### config.mk
export PLATFORM = sky130hd
export DESIGN_NAME = xlat_buffer
export DESIGN_NICKNAME = d
export VERILOG_FILES = /design/src/rtl/xlat_pkg.sv /design/src/rtl/xlat_ctrl.sv /design/src/rtl/xlat_datapath.sv /design/src/rtl/xlat_buffer.sv
export SDC_FILE = /design/constraint.sdc
export NUM_CORES = 1
export LEC_CHECK = 0
export ABC_AREA = 1
export BUFFER_PORTS_ARGS = -buffer_cell sky130_fd_sc_hd__clkbuf_2
export CORE_AREA = 2 2 257 259
export DETAILED_ROUTE_END_ITERATION = 6
export DIE_AREA = 0 0 259 261
export PLACE_DENSITY = 0.47
export SLEW_MARGIN = 25
export SYNTH_ARGS = -nofsm -noshare
export SYNTH_HDL_FRONTEND = slang
export SYNTH_HIERARCHICAL = 1
export SYNTH_SLANG_ARGS = --single-unit
### constraint.sdc
create_clock -name clk -period 8.25 [get_ports clk]
set_clock_uncertainty 0.15 [all_clocks]
set_input_delay 0.4125 -clock clk [delete_from_list [all_inputs] [get_ports clk]]
set_output_delay 0.4125 -clock clk [all_outputs]
set_load 0.005 [all_outputs]
### src/rtl/xlat_pkg.sv
`timescale 1ns/1ps
package xlat_pkg;
  localparam int VA_W  = 32;
  localparam int OFF_W = 12;
  localparam int VPN_W = VA_W - OFF_W;
  localparam int PPN_W = 18;
  localparam int PA_W  = PPN_W + OFF_W;

  // strobes from control to datapath
  typedef struct packed {
    logic fill;      // write the victim slot this edge
    logic evict;     // victim chosen by clock sweep (all slots full)
    logic flushAll;  // empty every slot
  } xlat_strobe_t;
endpackage

### src/rtl/xlat_ctrl.sv
`timescale 1ns/1ps
module xlat_ctrl
  import xlat_pkg::*;
#(
  parameter int ENTRIES = 8,
  localparam int IDX_W = (ENTRIES > 1) ? $clog2(ENTRIES) : 1
) (
  input  logic               clk,
  input  logic               rstN,
  input  logic               flush,
  input  logic               refillValid,
  input  logic [ENTRIES-1:0] validVec,
  input  logic [ENTRIES-1:0] refVec,
  output xlat_strobe_t       strobe,
  output logic [IDX_W-1:0]   victimIdx,
  output logic [ENTRIES-1:0] clrRefMask
);
  logic [IDX_W-1:0]   hand;
  logic               haveFree;
  logic [IDX_W-1:0]   freeIdx;
  logic               found;
  logic [IDX_W-1:0]   clockIdx;
  logic [ENTRIES-1:0] skipMask;
  logic [IDX_W-1:0]   scanIdx;
  int                 scanSum;

  // lowest-numbered empty slot
  always_comb begin
    haveFree = 1'b0;
    freeIdx  = '0;
    for (int i = ENTRIES - 1; i >= 0; i--) begin
      if (!validVec[i]) begin
        haveFree = 1'b1;
        freeIdx  = IDX_W'(i);
      end
    end
  end

  // clock sweep from the hand
  always_comb begin
    found    = 1'b0;
    clockIdx = hand;
    skipMask = '0;
    scanIdx  = '0;
    scanSum  = 0;
    for (int i = 0; i < ENTRIES; i++) begin
      scanSum = (int'(hand) + i) % ENTRIES;
      scanIdx = IDX_W'(scanSum);
      if (!found) begin
        if (!refVec[scanIdx]) begin
          found    = 1'b1;
          clockIdx = scanIdx;
        end else begin
          skipMask[scanIdx] = 1'b1;
        end
      end
    end
  end

  always_comb begin
    strobe.flushAll = flush;
    strobe.fill     = refillValid && !flush;
    strobe.evict    = refillValid && !flush && !haveFree;
    victimIdx       = haveFree ? freeIdx : clockIdx;
    clrRefMask      = strobe.evict ? skipMask : '0;
  end

  always_ff @(posedge clk) begin
    if (!rstN || flush) begin
      hand <= '0;
    end else if (strobe.evict) begin
      if (int'(clockIdx) == ENTRIES - 1) hand <= '0;
      else                               hand <= clockIdx + 1'b1;
    end
  end
endmodule

### src/rtl/xlat_datapath.sv
`timescale 1ns/1ps
module xlat_datapath
  import xlat_pkg::*;
#(
  parameter int ENTRIES = 8,
  localparam int IDX_W = (ENTRIES > 1) ? $clog2(ENTRIES) : 1
) (
  input  logic               clk,
  input  logic               rstN,
  input  xlat_strobe_t       strobe,
  input  logic [IDX_W-1:0]   victimIdx,
  input  logic [ENTRIES-1:0] clrRefMask,
  input  logic               reqValid,
  input  logic               reqWrite,
  input  logic [VA_W-1:0]    reqVaddr,
  input  logic [VPN_W-1:0]   refillVpn,
  input  logic [PPN_W-1:0]   refillPpn,
  output logic [ENTRIES-1:0] hitVec,
  output logic               hit,
  output logic               miss,
  output logic [PA_W-1:0]    paddr,
  output logic [ENTRIES-1:0] validVec,
  output logic [ENTRIES-1:0] refVec,
  output logic               wbValid,
  output logic [VPN_W-1:0]   wbVpn,
  output logic               wbDirty,
  output logic               wbRef
);
  logic [VPN_W-1:0]   vpnArr [ENTRIES];
  logic [PPN_W-1:0]   ppnArr [ENTRIES];
  logic [ENTRIES-1:0] dirtyVec;
  logic [VPN_W-1:0]   reqVpn;
  logic [PPN_W-1:0]   ppnSel;

  assign reqVpn = reqVaddr[VA_W-1:OFF_W];

  for (genvar g = 0; g < ENTRIES; g++) begin : g_slot
    logic             slotValid;
    logic             slotRef;
    logic             slotDirty;
    logic [VPN_W-1:0] slotVpn;
    logic [PPN_W-1:0] slotPpn;
    logic             slotHit;
    logic             slotFill;

    assign slotFill = strobe.fill && (victimIdx == IDX_W'(g));
    assign slotHit  = reqValid && slotValid && (slotVpn == reqVpn);

    always_ff @(posedge clk) begin
      if (!rstN || strobe.flushAll) begin
        slotValid <= 1'b0;
        slotRef   <= 1'b0;
        slotDirty <= 1'b0;
        slotVpn   <= '0;
        slotPpn   <= '0;
      end else if (slotFill) begin
        slotValid <= 1'b1;
        slotRef   <= 1'b0;
        slotDirty <= 1'b0;
        slotVpn   <= refillVpn;
        slotPpn   <= refillPpn;
      end else begin
        if (clrRefMask[g]) slotRef <= 1'b0;
        if (slotHit) begin
          slotRef <= 1'b1;
          if (reqWrite) slotDirty <= 1'b1;
        end
      end
    end

    assign hitVec[g]   = slotHit;
    assign validVec[g] = slotValid;
    assign refVec[g]   = slotRef;
    assign dirtyVec[g] = slotDirty;
    assign vpnArr[g]   = slotVpn;
    assign ppnArr[g]   = slotPpn;
  end

  always_comb begin
    ppnSel = '0;
    for (int i = 0; i < ENTRIES; i++) begin
      if (hitVec[i]) ppnSel = ppnSel | ppnArr[i];
    end
  end

  assign hit   = |hitVec;
  assign miss  = reqValid && !hit;
  assign paddr = {ppnSel, reqVaddr[OFF_W-1:0]};

  // report the replaced slot one cycle after the refill edge
  always_ff @(posedge clk) begin
    if (!rstN || strobe.flushAll) begin
      wbValid <= 1'b0;
      wbVpn   <= '0;
      wbDirty <= 1'b0;
      wbRef   <= 1'b0;
    end else begin
      wbValid <= strobe.fill && validVec[victimIdx]
                 && (dirtyVec[victimIdx] || refVec[victimIdx]);
      wbVpn   <= vpnArr[victimIdx];
      wbDirty <= dirtyVec[victimIdx];
      wbRef   <= refVec[victimIdx];
    end
  end
endmodule

### src/rtl/xlat_buffer.sv
`timescale 1ns/1ps
module xlat_buffer
  import xlat_pkg::*;
#(
  parameter int ENTRIES = 8
) (
  input  logic             clk,
  input  logic             rstN,
  input  logic             flush,
  input  logic             reqValid,
  input  logic             reqWrite,
  input  logic [VA_W-1:0]  reqVaddr,
  output logic             hit,
  output logic             miss,
  output logic [PA_W-1:0]  paddr,
  input  logic             refillValid,
  input  logic [VPN_W-1:0] refillVpn,
  input  logic [PPN_W-1:0] refillPpn,
  output logic             wbValid,
  output logic [VPN_W-1:0] wbVpn,
  output logic             wbDirty,
  output logic             wbRef
);
  localparam int IDX_W = (ENTRIES > 1) ? $clog2(ENTRIES) : 1;

  xlat_strobe_t       strobe;
  logic [IDX_W-1:0]   victimIdx;
  logic [ENTRIES-1:0] clrRefMask;
  logic [ENTRIES-1:0] validVec;
  logic [ENTRIES-1:0] refVec;
  logic [ENTRIES-1:0] hitVec;

  xlat_ctrl #(.ENTRIES(ENTRIES)) u_ctrl (
    .clk(clk), .rstN(rstN), .flush(flush), .refillValid(refillValid),
    .validVec(validVec), .refVec(refVec), .strobe(strobe),
    .victimIdx(victimIdx), .clrRefMask(clrRefMask)
  );

  xlat_datapath #(.ENTRIES(ENTRIES)) u_dp (
    .clk(clk), .rstN(rstN), .strobe(strobe), .victimIdx(victimIdx),
    .clrRefMask(clrRefMask), .reqValid(reqValid), .reqWrite(reqWrite),
    .reqVaddr(reqVaddr), .refillVpn(refillVpn), .refillPpn(refillPpn),
    .hitVec(hitVec), .hit(hit), .miss(miss), .paddr(paddr),
    .validVec(validVec), .refVec(refVec), .wbValid(wbValid),
    .wbVpn(wbVpn), .wbDirty(wbDirty), .wbRef(wbRef)
  );
endmodule

# Word-level counts from Yosys, hierarchy flattened
# Cells that the tools add are included.
dict set report classes {
  add_sub_neg 8
  n_mul 0
  n_div 0
  magnitude_cmp 18
  eq_ne 16
  shifts 0
  muxes 126
  n_bitwise 15
  n_reduce_logical 69
}
# cell n
set op_table {}
lappend op_table {{$eq A20 B20 Y1} 8}
lappend op_table {{$mux W18} 8}
lappend op_table {{$mux W8} 16}
lappend op_table {{$or A18 B18 Y18} 7}
lappend op_table {{$mux W3} 24}
lappend op_table {{$bmux W20 S3} 1}
lappend op_table {{$mux W1} 56}
lappend op_table {{$or A8 B8 Y8} 7}
lappend op_table {{$mux W20} 2}
lappend op_table {{$logic_and A1 B1 Y1} 37}
lappend op_table {{$lt A3 B4 Y1 const B} 9}
lappend op_table {{$bmux W1 S3} 11}
lappend op_table {{$demux W1 S3} 8}
lappend op_table {{$ge A3 B1 Y1 const B} 8}
lappend op_table {{$reduce_and A2 Y1} 8}
lappend op_table {{$reduce_bool A2 Y1} 8}
lappend op_table {{$reduce_or A2 Y1} 8}
lappend op_table {{$add A3 B3 Y3 const B} 4}
lappend op_table {{$eq A3 B3 Y1 const B} 4}
lappend op_table {{$reduce_or A8 Y1} 1}
lappend op_table {{$add A3 B1 Y3 const B} 2}
lappend op_table {{$add A3 B2 Y3 const B} 2}
lappend op_table {{$eq A3 B1 Y1 const B} 2}
lappend op_table {{$eq A3 B2 Y1 const B} 2}
lappend op_table {{other kinds (5)} 9}
dict set report word_totals {
  reg_bits 354
  latchBits 0
  ram_bits 0
  romBits 0
  in_bits 76
  output_inout_bits 55
  elab_cells 297
  mem_count 0
}

# Longest topological paths before layout
# Gate-level depths: netlist (run 1).
dict set report logic_depth {
  ltp_word 29
  depth_mapped 34
  depth_no_buf 30
}

# Hierarchy
# The synthesis (run 1) kept the hierarchy.
# mod instances cells_per_inst area_per_inst_um2 seq_area_each_um2
set modules_own_cells {}
lappend modules_own_cells {xlat_datapath 1 2626 17660.7 7026.7}
lappend modules_own_cells {xlat_ctrl 1 294 1575.3 60.1}

# Least setup slack after synthesis (run 1)
# Ideal clock, no wire load.
dict set report synth_timing {
  path_type {flip-flop to flip-flop}
  startpoint {register u_ctrl.hand[0]}
  endpoint {register u_dp.wbVpn[9]}
  setup_ps 128
  arrival_time_ps 3712
  required_time_ps 7972
  slack_ps 4261
  stages_incl_launch_ff 29
  path_buffers 4
  period_less_slack_ps 3989
  path_cell_list {dfxtp_1 > inv_2 > buf_6 > buf_4 > ha_1 > inv_1 > nand3_1 > nand2_2 > nand2_2 > nand2_4 > nor2_8 > nand2_4 > nor2_8 > nand3_4 > inv_2 > nand2_1 > and3_1 > nand2_1 > nand2_2 > nand2_2 > nand2_1 > nand2_1 > inv_2 > nand2_1 > inv_2 > buf_2 > buf_2 > a221oi_1 > a21oi_1}
}
dict set report synth_between {
  elab_chain_cells 22
  elab_cells_between_ends 55
  cone_classes {add/sub (7); mux (47); bitwise (1)}
}
# element line_no
set synth_rtl {}
lappend synth_rtl {{from (decl)} xlat_ctrl.sv:18} ;# logic [IDX_W-1:0] hand;
lappend synth_rtl {{from (signal assigned)} xlat_ctrl.sv:73} ;# else hand <= clockIdx + 1'b1;
lappend synth_rtl {{$add A3 B1 Y3} xlat_ctrl.sv:47} ;# scanSum = (int'(hand) + i) % ENTRIES;
lappend synth_rtl {{$bmux W1 S3} xlat_ctrl.sv:50} ;# if (!refVec[scanIdx]) begin
lappend synth_rtl {{$mux W1 (implied by the code)} xlat_ctrl.sv:50}
lappend synth_rtl {{$mux W3} xlat_ctrl.sv:50}
lappend synth_rtl {{$mux W3} xlat_ctrl.sv:49} ;# if (!found) begin
lappend synth_rtl {{$mux W3} xlat_ctrl.sv:50}
lappend synth_rtl {{$mux W3} xlat_ctrl.sv:49}
lappend synth_rtl {{$mux W3} xlat_ctrl.sv:50}
lappend synth_rtl {{[6 not listed]} n/a}
lappend synth_rtl {{$mux W3} xlat_ctrl.sv:49}
lappend synth_rtl {{$mux W3} xlat_ctrl.sv:50}
lappend synth_rtl {{$mux W3 *} xlat_ctrl.sv:49}
lappend synth_rtl {{$mux W3 *} xlat_ctrl.sv:64} ;# victimIdx = haveFree ? freeIdx : clockIdx;
lappend synth_rtl {{named net victimIdx[0]} xlat_buffer.sv:27} ;# logic [IDX_W-1:0] victimIdx;
lappend synth_rtl {{$not A3 Y4 (implied by the code) *} xlat_datapath.sv:100} ;# wbVpn <= vpnArr[victimIdx];
lappend synth_rtl {{$bmux W20 S3 *} xlat_datapath.sv:100}
lappend synth_rtl {{$mux W20 (implied by the code) * (2 in series)} xlat_datapath.sv:100}
lappend synth_rtl {{to (signal assigned)} xlat_datapath.sv:100}
lappend synth_rtl {{to (decl)} xlat_datapath.sv:25} ;# output logic [VPN_W-1:0] wbVpn,
# The timed path passes the listed nets; every way through them passes the cells marked *. The select of a mux whose other input is x is not followed.
# A chain may end at the register's enable or synchronous reset.

# Final worst setup path (run 1)
dict set report layout_timing {
  startpoint {register u_ctrl.hand[0]}
  endpoint {register u_dp.g_slot[2].slotVpn[14]}
}
dict set report layout_between {
  elab_chain_cells 20
  elab_cells_between_ends 53
  cone_classes {add/sub (7); eq/ne (1); mux (44); reduce/logical (1)}
}
# element line_no
set layout_rtl {}
lappend layout_rtl {{$add A3 B1 Y3} xlat_ctrl.sv:47}
lappend layout_rtl {{$bmux W1 S3} xlat_ctrl.sv:50}
lappend layout_rtl {{$mux W1 (implied by the code)} xlat_ctrl.sv:50}
lappend layout_rtl {{$mux W3} xlat_ctrl.sv:50}
lappend layout_rtl {{$mux W3} xlat_ctrl.sv:49}
lappend layout_rtl {{$mux W3} xlat_ctrl.sv:50}
lappend layout_rtl {{$mux W3} xlat_ctrl.sv:49}
lappend layout_rtl {{$mux W3} xlat_ctrl.sv:50}
lappend layout_rtl {{[5 not listed]} n/a}
lappend layout_rtl {{$mux W3} xlat_ctrl.sv:50}
lappend layout_rtl {{$mux W3} xlat_ctrl.sv:49}
lappend layout_rtl {{$mux W3} xlat_ctrl.sv:50}
lappend layout_rtl {{$mux W3 *} xlat_ctrl.sv:49}
lappend layout_rtl {{$mux W3 *} xlat_ctrl.sv:64}
lappend layout_rtl {{named net victimIdx[1]} xlat_buffer.sv:27}
lappend layout_rtl {{$eq A3 B2 Y1 *} xlat_datapath.sv:46} ;# assign slotFill = strobe.fill && (victimIdx == IDX_W'(g));
lappend layout_rtl {{$logic_and A1 B1 Y1 *} xlat_datapath.sv:46}
lappend layout_rtl {{to (signal assigned)} xlat_datapath.sv:60} ;# slotVpn <= refillVpn;
lappend layout_rtl {{to (decl)} xlat_datapath.sv:41} ;# logic [VPN_W-1:0] slotVpn;
# Marks and branches as above.

==> results of run 1 <==
-- power groups by stage --
| stage | Sequential (mW) | Combinational (mW) | Clock [mW] |
|---|---|---|---|
| final | 1.72 | 0.247 | 1.93 |
| after global routing | 1.72 | 0.262 | 2.02 |
| after CTS | 1.72 | 0.240 | 1.96 |
| after detailed placement | 1.76 | 0.239 | 0 |
| after global placement | 1.76 | 0.239 | 0 |
| after floorplan | 1.76 | 0.145 | 0 |
-- per-layer routing --
metal  global-route usage  up-vias  share of wire
met2                0.393      947           0.44
li1                     -     9488              -
met1                0.343     9712           0.44
met3               0.0451      157          0.082
met5                    0        -        0.00053
met4               0.0865        8          0.034
-- worst max path at each step --
stage | start | endpoint | slack [ps] | depth (start not counted)
after CTS | u_ctrl/hand[0] | u_dp/g_slot[2].slotVpn[0] | 1720 | 26
after global routing | u_ctrl/hand[0] | u_dp/g_slot[2].slotVpn[12] | 1110 | 26
after detailed placement | u_ctrl/hand[0] | u_dp/g_slot[2].slotVpn[17] | 1730 | 26
after global placement | u_ctrl/hand[0] | u_dp/g_slot[2].slotVpn[18] | 1800 | 26
final | u_ctrl/hand[0] | u_dp/g_slot[2].slotVpn[14] | 1620 | 26
after floorplan | u_ctrl/hand[0] | u_dp/wbVpn[9] | 4260 | 28
-- registers in the layout, summed over array words and instances (netlist names), 3 cells and up --
name                   flops
u_dp/g_slot.slotDirty      8
u_dp/g_slot.slotValid      8
u_dp/wbVpn                20
u_dp/g_slot.slotVpn      160
u_dp/g_slot.slotRef        8
u_dp/g_slot.slotPpn      144
u_ctrl/hand                3
-- worst max-delay path, stage by stage, from the launching register on --
cell      delay, ps
dfxtp_1         300
buf_4           290
inv_2           270
ha_1            690
inv_1           390
nand3_1         200
nand2_2         110
nand2_2          90
nand2_4          90
nor2_8          200
nand2_4         130
nor2_8          160
nand3_4         170
nor2_2          200
nand2_1         120
o21ai_1          90
nor2_1           80
o21bai_2        140
nand2_1          70
nand2_1         180
nand2_1          90
buf_4           290
nor2_2          820
inv_2           450
buf_4           400
o21ai_0         220
a21oi_1          60
-- cell type report --
cell class / count / area share
diodes: 2 / 0.000236
clock buffers: 58 / 0.0576
clock inverters: 16 / 0.00790
inverters: 206 / 0.0370
multi-input cells: 2131 / 0.476
flip-flops and latches: 354 / 0.334
well taps: 864 / 0.0509
repair buffers: 134 / 0.0364
-- stage by stage --
stage,total power [mW],hold slack (ps),utilization
after floorplan,1.90,284,-
after global placement,2.00,300,0.304
after detailed placement,2.00,303,0.304
after CTS,3.92,10.8,0.326
after global routing,4.01,15.1,0.326
final,3.90,25.4,0.326
-- cell usage in the layout (no fill, tap or decap), drive strengths merged, types with 14 or more instances in the layout --
cell / count
nand2: 637
nor2: 570
o21ai: 393
dfxtp: 354
inv: 206
clkbuf: 164
a21oi: 157
nand4: 146
nand3: 69
buf: 28
o22ai: 27
nor3: 21
xnor2: 19
clkinv: 14
==> flow_metrics.tcl, run 1 <==
set metrics [dict create \
    fmax_ghz 0.151 \
    dp.final_hpwl_mm 57.2 \
    status "complete, no violations" \
    design_area_sq_um 21200 \
    syn-num-nets 2994 \
    hold_end "u_dp/g_slot[1].slotVpn[18]" \
    post-cts-setup-buffers 0 \
    dp.cells 3688 \
    post_drt_wl_per_cell_um 23.0 \
    max-cap-violations 0 \
    initial_core_util 0.295 \
    p_clk_frac 0.494 \
    peakVddDrop_mv 0.143 \
    r2r_start "u_ctrl/hand[0]" \
    r2r-end "u_dp/g_slot[2].slotVpn[14]" \
    placed_cell_area_sq_um 19800 \
    cts_htree_levels 2 \
    relSlewSlack 0.299 \
    min_period_ps 6630 \
    crit_type "register to register" \
    netlist_instances 2910 \
    multi_input_area_sq_um 10100 \
    syn-cell-area_sq_um 19200 \
    overflow 0 \
    dr.first_iter.drc_count 2313 \
    grt_start_max_net_pins 254 \
    holdPathStages 3 \
    vias_per_cell 5.39 \
    vias 20300 \
    r2r_slack_ps 1620 \
    numClockSinks 354 \
    power_density_nw_per_um2 184 \
    hold_viol 0 \
    cts_inserted_buffers 44 \
    die_area_sq_um 67600 \
    cts_tree "done" \
    drt_wl_total_mm 86.4 \
    min_from "refillVpn[18]" \
    place_ws_ps 1730 \
    p_leak_nw 8.94 \
    timing.final.crit_share 0.803 \
    core_area_sq_um 65000 \
    crit_path_start_kind "register" \
    clockBufferDepth 3 \
    area_delta_synth_final_pct 10.8 \
    endpoint_kind "register" \
    nNetsFinal 2955 \
    drive_above_1_share 0.110 \
    internal_power_mw 2.88 \
    cp_data_required_time_ps 8590 \
    slew_viol_final 0 \
    fillers 7059 \
    cts_hold_buf 0 \
    p_sw_mw 1.02 \
    drcViolationCount 0 \
    clk_pin_slew_worst_paths_ps 60 \
    rsz0062_at_grt "false" \
    dieHeight_um 261 \
    dr.pass1.iters 6 \
    ant_nets 0 \
    setup_violations 0 \
    antenna_found_initial 5 \
    hold_class "primary input to register" \
    grt_pass1_vias 19100 \
    grt_pass1_wl_mm 127 \
    cts_root_buf "clkbuf_16" \
    switching_share 0.261 \
    fin_ws_ps 1620 \
    cts_resized 0 \
    comb_power_share 0.063 \
    gp_congestion 0.916 \
    r2r_cells 26 \
    fp.dieW_um 259 \
    arrival_ps 6970 \
    ioPinCount 131 \
    path_max_fanout 32 \
    grt_usage 0.250 \
    seq_area_sq_um 7090 \
    final_cells 3765 \
    seq_power_share 0.442 \
    syn_area_per_cell_sq_um 6.59 \
    ys_warn_count 6 \
    setup_tns_ps 0 \
    port_buffers 106 \
    worst-slew-pin-transition_ps 1050 \
    clock_latency_ps 610 \
    rows 94 \
]
Power figures use the tool's default switching activity.
==> run 2, diff against run 1 <==
PLACE_DENSITY = 0.49   (was 0.47)
clock period = 5.3 ns   (was 8.25 ns; I/O delays follow)
==> run 2 against run 1 <==
  * Setup slack worse by 1200 ps
  * Hold slack worse by 2.2 ps
  * Clock power increased by 58%
  * Routed wire length down 3.2%
  * Final cell count grew 1.4%
==> flow_metrics.tcl, run 2 (synthesized netlist as in run 1, its figures left out) <==
set metrics [dict create \
    numClockSinks 354 \
    post-cts-setup-buffers 0 \
    hold_class "primary input to register" \
    fillers 7159 \
    fp.dieW_um 259 \
    final_cells 3818 \
    post_drt_wl_per_cell_um 21.9 \
    crit_path_start_kind "register" \
    vias 20000 \
    p_clk_frac 0.497 \
    whs_ps 23.2 \
    rsz0062_at_grt "false" \
    clock_latency_ps 600 \
    power_density_nw_per_um2 281 \
    drcViolationCount 0 \
    cts_tree "done" \
    crit_type "register to register" \
    fmax_ghz 0.206 \
    gp_congestion 0.935 \
    port_buffers 106 \
    min_period_ps 4860 \
    antenna_found_initial 5 \
    arrival_ps 5230 \
    endpoint_kind "register" \
    dp.final_hpwl_mm 56.1 \
    nNetsFinal 3002 \
    ioPinCount 131 \
    ant_nets 0 \
    highest_layer "met5" \
    slew_viol_final 0 \
    grt_pass1_vias 18700 \
    drive_above_1_share 0.113 \
    timing.final.crit_share 0.916 \
    cts_root_buf "clkbuf_16" \
    mostFrequentLayoutCells "nand2_1 (622), nor2_1 (532), dfxtp_1 (354)" \
    internal_power_mw 4.54 \
    wl_met1_mm 37.7 \
    cp_top_family "simple AND/OR/NAND/NOR gates" \
    status "complete, no violations" \
    worst_path_max_delay_cell "dfxtp_1" \
    dieHeight_um 261 \
    hold_viol 0 \
    cp_data_required_time_ps 5670 \
    grt_start_max_net_pins 171 \
    p_leak_nw 9.18 \
    grt_pass1_wl_mm 124 \
    relSlewSlack 0.276 \
    wl_met2_mm 38.1 \
    setup_tns_ps 0 \
    comb_power_share 0.064 \
    p_sw_mw 1.57 \
    place_ws_ps 465 \
    seq_power_share 0.439 \
    rows 94 \
    worst-slew-pin-transition_ps 1080 \
    regMostFlops "u_dp/g_slot.slotVpn" \
    drt_wl_total_mm 83.7 \
    switching_share 0.257 \
    fin_ws_ps 444 \
    setup_violations 0 \
    max-cap-violations 0 \
    power_mw 6.12 \
    largestRegisters "u_dp/g_slot.slotVpn: 160 flops, u_dp/g_slot.slotPpn: 144 flops, u_dp/wbVpn: 20 flops" \
    path_max_fanout 47 \
    final_util 0.335 \
    die_area_sq_um 67600 \
    crit_buf_inv 7 \
    cts_htree_levels 2 \
    placed_cell_area_sq_um 19900 \
    overflow 0 \
    dr.pass1.iters 5 \
    dr_wl_met3_mm 5.49 \
    grt_usage 0.243 \
    cpMostUsedCell "nand2_1" \
    initial_core_util 0.295 \
    cts_inserted_buffers 43 \
    peakVddDrop_mv 0.207 \
    clockBufferDepth 3 \
    design_area_sq_um 21800 \
    area_delta_synth_final_pct 13.5 \
    final_common_cell "nand2_1" \
    dp.cells 3698 \
    max_stage_delay_ps 570 \
    largest_reg_flops 160 \
    dr.first_iter.drc_count 2035 \
    vias_per_cell 5.24 \
    clk_pin_slew_worst_paths_ps 60 \
    core_area_sq_um 65000 \
]
[run 2: cell count changes in the layout (fill, tap and decap cells not counted), sizes merged]
cell         previous run  this run
dlygate4sd3             0        39
buf                    28        37
clkbuf                164       170
bufinv                  2         1
clkinv                 14        13
diode                   2         3
[run 2: repair_timing]
item | 4_1_cts | 5_1_grt
hold buffers | 39 | 0
resized for setup | 0 | 2
endpoints found under the setup margin | 0 | 1
endpoints found under the hold margin | 294 | 0
[run 2: power by group through the flow]
| stage | Clock (mW) | Sequential, mW | Combinational, mW |
|---|---|---|---|
| finish | 3.04 | 2.69 | 0.394 |
| global route | 3.20 | 2.68 | 0.423 |
| CTS | 3.08 | 2.68 | 0.388 |
| detailed placement | 0 | 2.74 | 0.363 |
| global placement | 0 | 2.74 | 0.365 |
| floorplan | 0 | 2.74 | 0.226 |
[run 2: area by class of cell]
type                       count  area, sq um  area share
timing repair buffer         182         1240      0.0568
clock buffer                  64         1310      0.0600
inverter                     206          786      0.0361
sequential                   354         7090       0.326
antenna                        3         7.51    0.000345
clock inverter                14          143     0.00655
multi-input combinational   2131        10100       0.465
tap                          864         1080      0.0497
[run 2: worst paths after layout]
check                           slack, ps                    endpoint  depth (start not counted)                startpoint
worst max-delay path                  440  u_dp/g_slot[6].slotVpn[10]                         25            u_ctrl/hand[1]
worst min-delay path                   20              u_ctrl/hand[0]                          4                     flush
worst max register to register        440  u_dp/g_slot[6].slotVpn[10]                         25            u_ctrl/hand[1]
worst min register to register        320    u_dp/g_slot[1].slotDirty                          1  u_dp/g_slot[1].slotDirty
[run 2: layer usage]
metal  track usage  vias up
met5             0        -
met4        0.0787        2
met3        0.0334      143
met2         0.395      786
met1         0.333     9492
li1              -     9580
[run 2: worst reg2reg max path: cells and delay by family (launching register included)]
kind / cells / cell delay (ps)
flip-flops: 1 / 570
AND/OR/NAND/NOR: 14 / 1940
AO/OA/AOI/OAI: 3 / 440
adder cells (fa/ha/maj): 1 / 200
buffers and inverters: 7 / 1520
==> run 3, diff against run 2 <==
GPL_TIMING_DRIVEN = 0   (was not set)
PLACE_DENSITY = not set   (was 0.49)
PLACE_DENSITY_LB_ADDON = 0.1   (was not set)
REMOVE_ABC_BUFFERS = 1   (was not set)
==> run 3 against run 2 <==
  * Critical path depth increased by 1
  * Setup slack got worse by 98 ps
  * Hold slack improved by 250 ps
  * Via count increased by 1.8%
  * Non-clock buffer count increased by 8
  * Register-to-register slack got worse by 98 ps
  * Critical endpoint is now u_dp/g_slot[1].slotVpn[6]
  * Highest routed layer unchanged
==> flow_metrics.tcl, run 3 (synthesized netlist as in run 1, its figures left out) <==
set metrics [dict create \
    numClockSinks 354 \
    grt_pass1_wl_mm 128 \
    arrival_ps 5260 \
    worst-slew-pin-transition_ps 892 \
    dp.final_hpwl_mm 57.0 \
    initial_core_util 0.295 \
    drive_above_1_share 0.115 \
    grt_usage 0.254 \
    overflow 0 \
    dp.cells 3682 \
    dr.pass1.iters 6 \
    crit_path_start_kind "register" \
    final_util 0.343 \
    clock_latency_ps 590 \
    peakVddDrop_mv 0.213 \
    post_drt_wl_per_cell_um 23.0 \
    largestRegisters "u_dp/g_slot.slotVpn: 160 flops, u_dp/g_slot.slotPpn: 144 flops, u_dp/wbVpn: 20 flops" \
    dieHeight_um 261 \
    rows 94 \
    timing.final.crit_share 0.935 \
    ant_nets 0 \
    final_common_cell "nand2_1" \
    cp_data_required_time_ps 5610 \
    rsz0062_at_grt "false" \
    slew_viol_final 0 \
    grt_pass1_vias 19000 \
    mostFrequentLayoutCells "nand2_1 (616), nor2_1 (532), dfxtp_1 (352)" \
    crit_type "register to register" \
    hold_viol 0 \
    grt_start_max_net_pins 58 \
    port_buffers 106 \
    ioPinCount 131 \
    vias 20400 \
    cts_root_buf "clkbuf_16" \
    cts_tree "done" \
    max-cap-violations 0 \
    nNetsFinal 3014 \
    path_max_fanout 44 \
    fp.dieW_um 259 \
    relSlewSlack 0.404 \
    dr.first_iter.drc_count 2068 \
    gp_congestion 0.908 \
    clockBufferDepth 3 \
    clk_pin_slew_worst_paths_ps 60 \
    endpoint_kind "register" \
    min_period_ps 4950 \
    p_leak_nw 9.33 \
    area_delta_synth_final_pct 16.3 \
    drt_wl_total_mm 88.0 \
    final_cells 3821 \
    largest_reg_flops 160 \
    hold_class "primary input to register" \
    cts_htree_levels 2 \
    cts_inserted_buffers 46 \
    antenna_found_initial 3 \
    regMostFlops "u_dp/g_slot.slotVpn" \
    drcViolationCount 0 \
    diodes 0 \
    vias_per_cell 5.33 \
    power_density_nw_per_um2 273 \
    status "complete, no violations" \
    setup_violations 0 \
    die_area_sq_um 67600 \
    core_area_sq_um 65000 \
    fmax_ghz 0.202 \
]
[run 3: worst max-delay path, stage by stage, from the launching register on]
cell	delay, ps
dfxtp_4	450
inv_4	160
ha_4	200
or2_2	260
nand2_1	260
inv_1	250
nand2_1	140
o21ai_2	100
nor2_8	220
nand3_4	180
inv_2	130
nand2_1	110
and3_1	230
nand2_1	70
nand2_2	60
nand2_2	80
nand2_1	60
nand2_2	170
inv_2	90
nor2_4	180
buf_16	200
inv_6	150
nor2_4	210
buf_16	200
inv_8	160
o21ai_0	210
a21oi_1	50
[run 3: report_power, final]
group | internal (mW) | switching [mW] | total [mW]
sequential | 2.67 | 0.00944 | 2.68
combinational | 0.123 | 0.294 | 0.417
clock | 1.73 | 1.25 | 2.99
[run 3: path summary, 6_finish.rpt]
check | start | end | slack (ps) | cells after the start
hold reg to reg | u_dp/g_slot[3].slotDirty | u_dp/g_slot[3].slotDirty | 320 | 1
setup reg to reg | u_ctrl/hand[0] | u_dp/g_slot[1].slotVpn[6] | 350 | 26
setup / recovery | u_ctrl/hand[0] | u_dp/g_slot[1].slotVpn[6] | 350 | 26
hold / removal | refillValid | u_ctrl/hand[1] | 270 | 5
[run 3: metrics by stage]
step	setup TNS [ps]	total power, mW	hold slack, ps	area [sq um]	worst slack (ps)
global placement	-3999840	3.13	303	19600	-19160
CTS	0	6.15	245	22200	33.6
finish	0	6.09	269	22300	346
detailed placement	-879630	3.12	305	20200	-2900
global route	0	6.29	300	22300	80.0
floorplan	-1103130	2.92	250	17900	-6330
[run 3: final cells by class]
type	count	area, sq um
multi-input combinational	2132	10200
clock buffer	67	1300
timing repair buffer	190	1620
sequential	354	7090
inverter	206	881
clock inverter	8	86.3
tap	864	1080
fill	7086	42700
[run 3: per-layer routing]
metal / vias up / wire, um / GRT usage
met1: 9756 / 39900 / 0.351
met2: 846 / 40000 / 0.412
met5: - / 35 / 0
met3: 137 / 6030 / 0.0385
met4: 6 / 2050 / 0.0639
li1: 9617 / - / -
[run 3: repair_timing]
item / in CTS / in global routing
setup endpoints to repair: 354 / 326
gates resized for setup: 39 / 4
setup buffers: 13 / 7
gates cloned: 1 / 0
hold endpoints to repair: 318 / 0
pin swaps: 10 / 3
hold buffers: 42 / 0
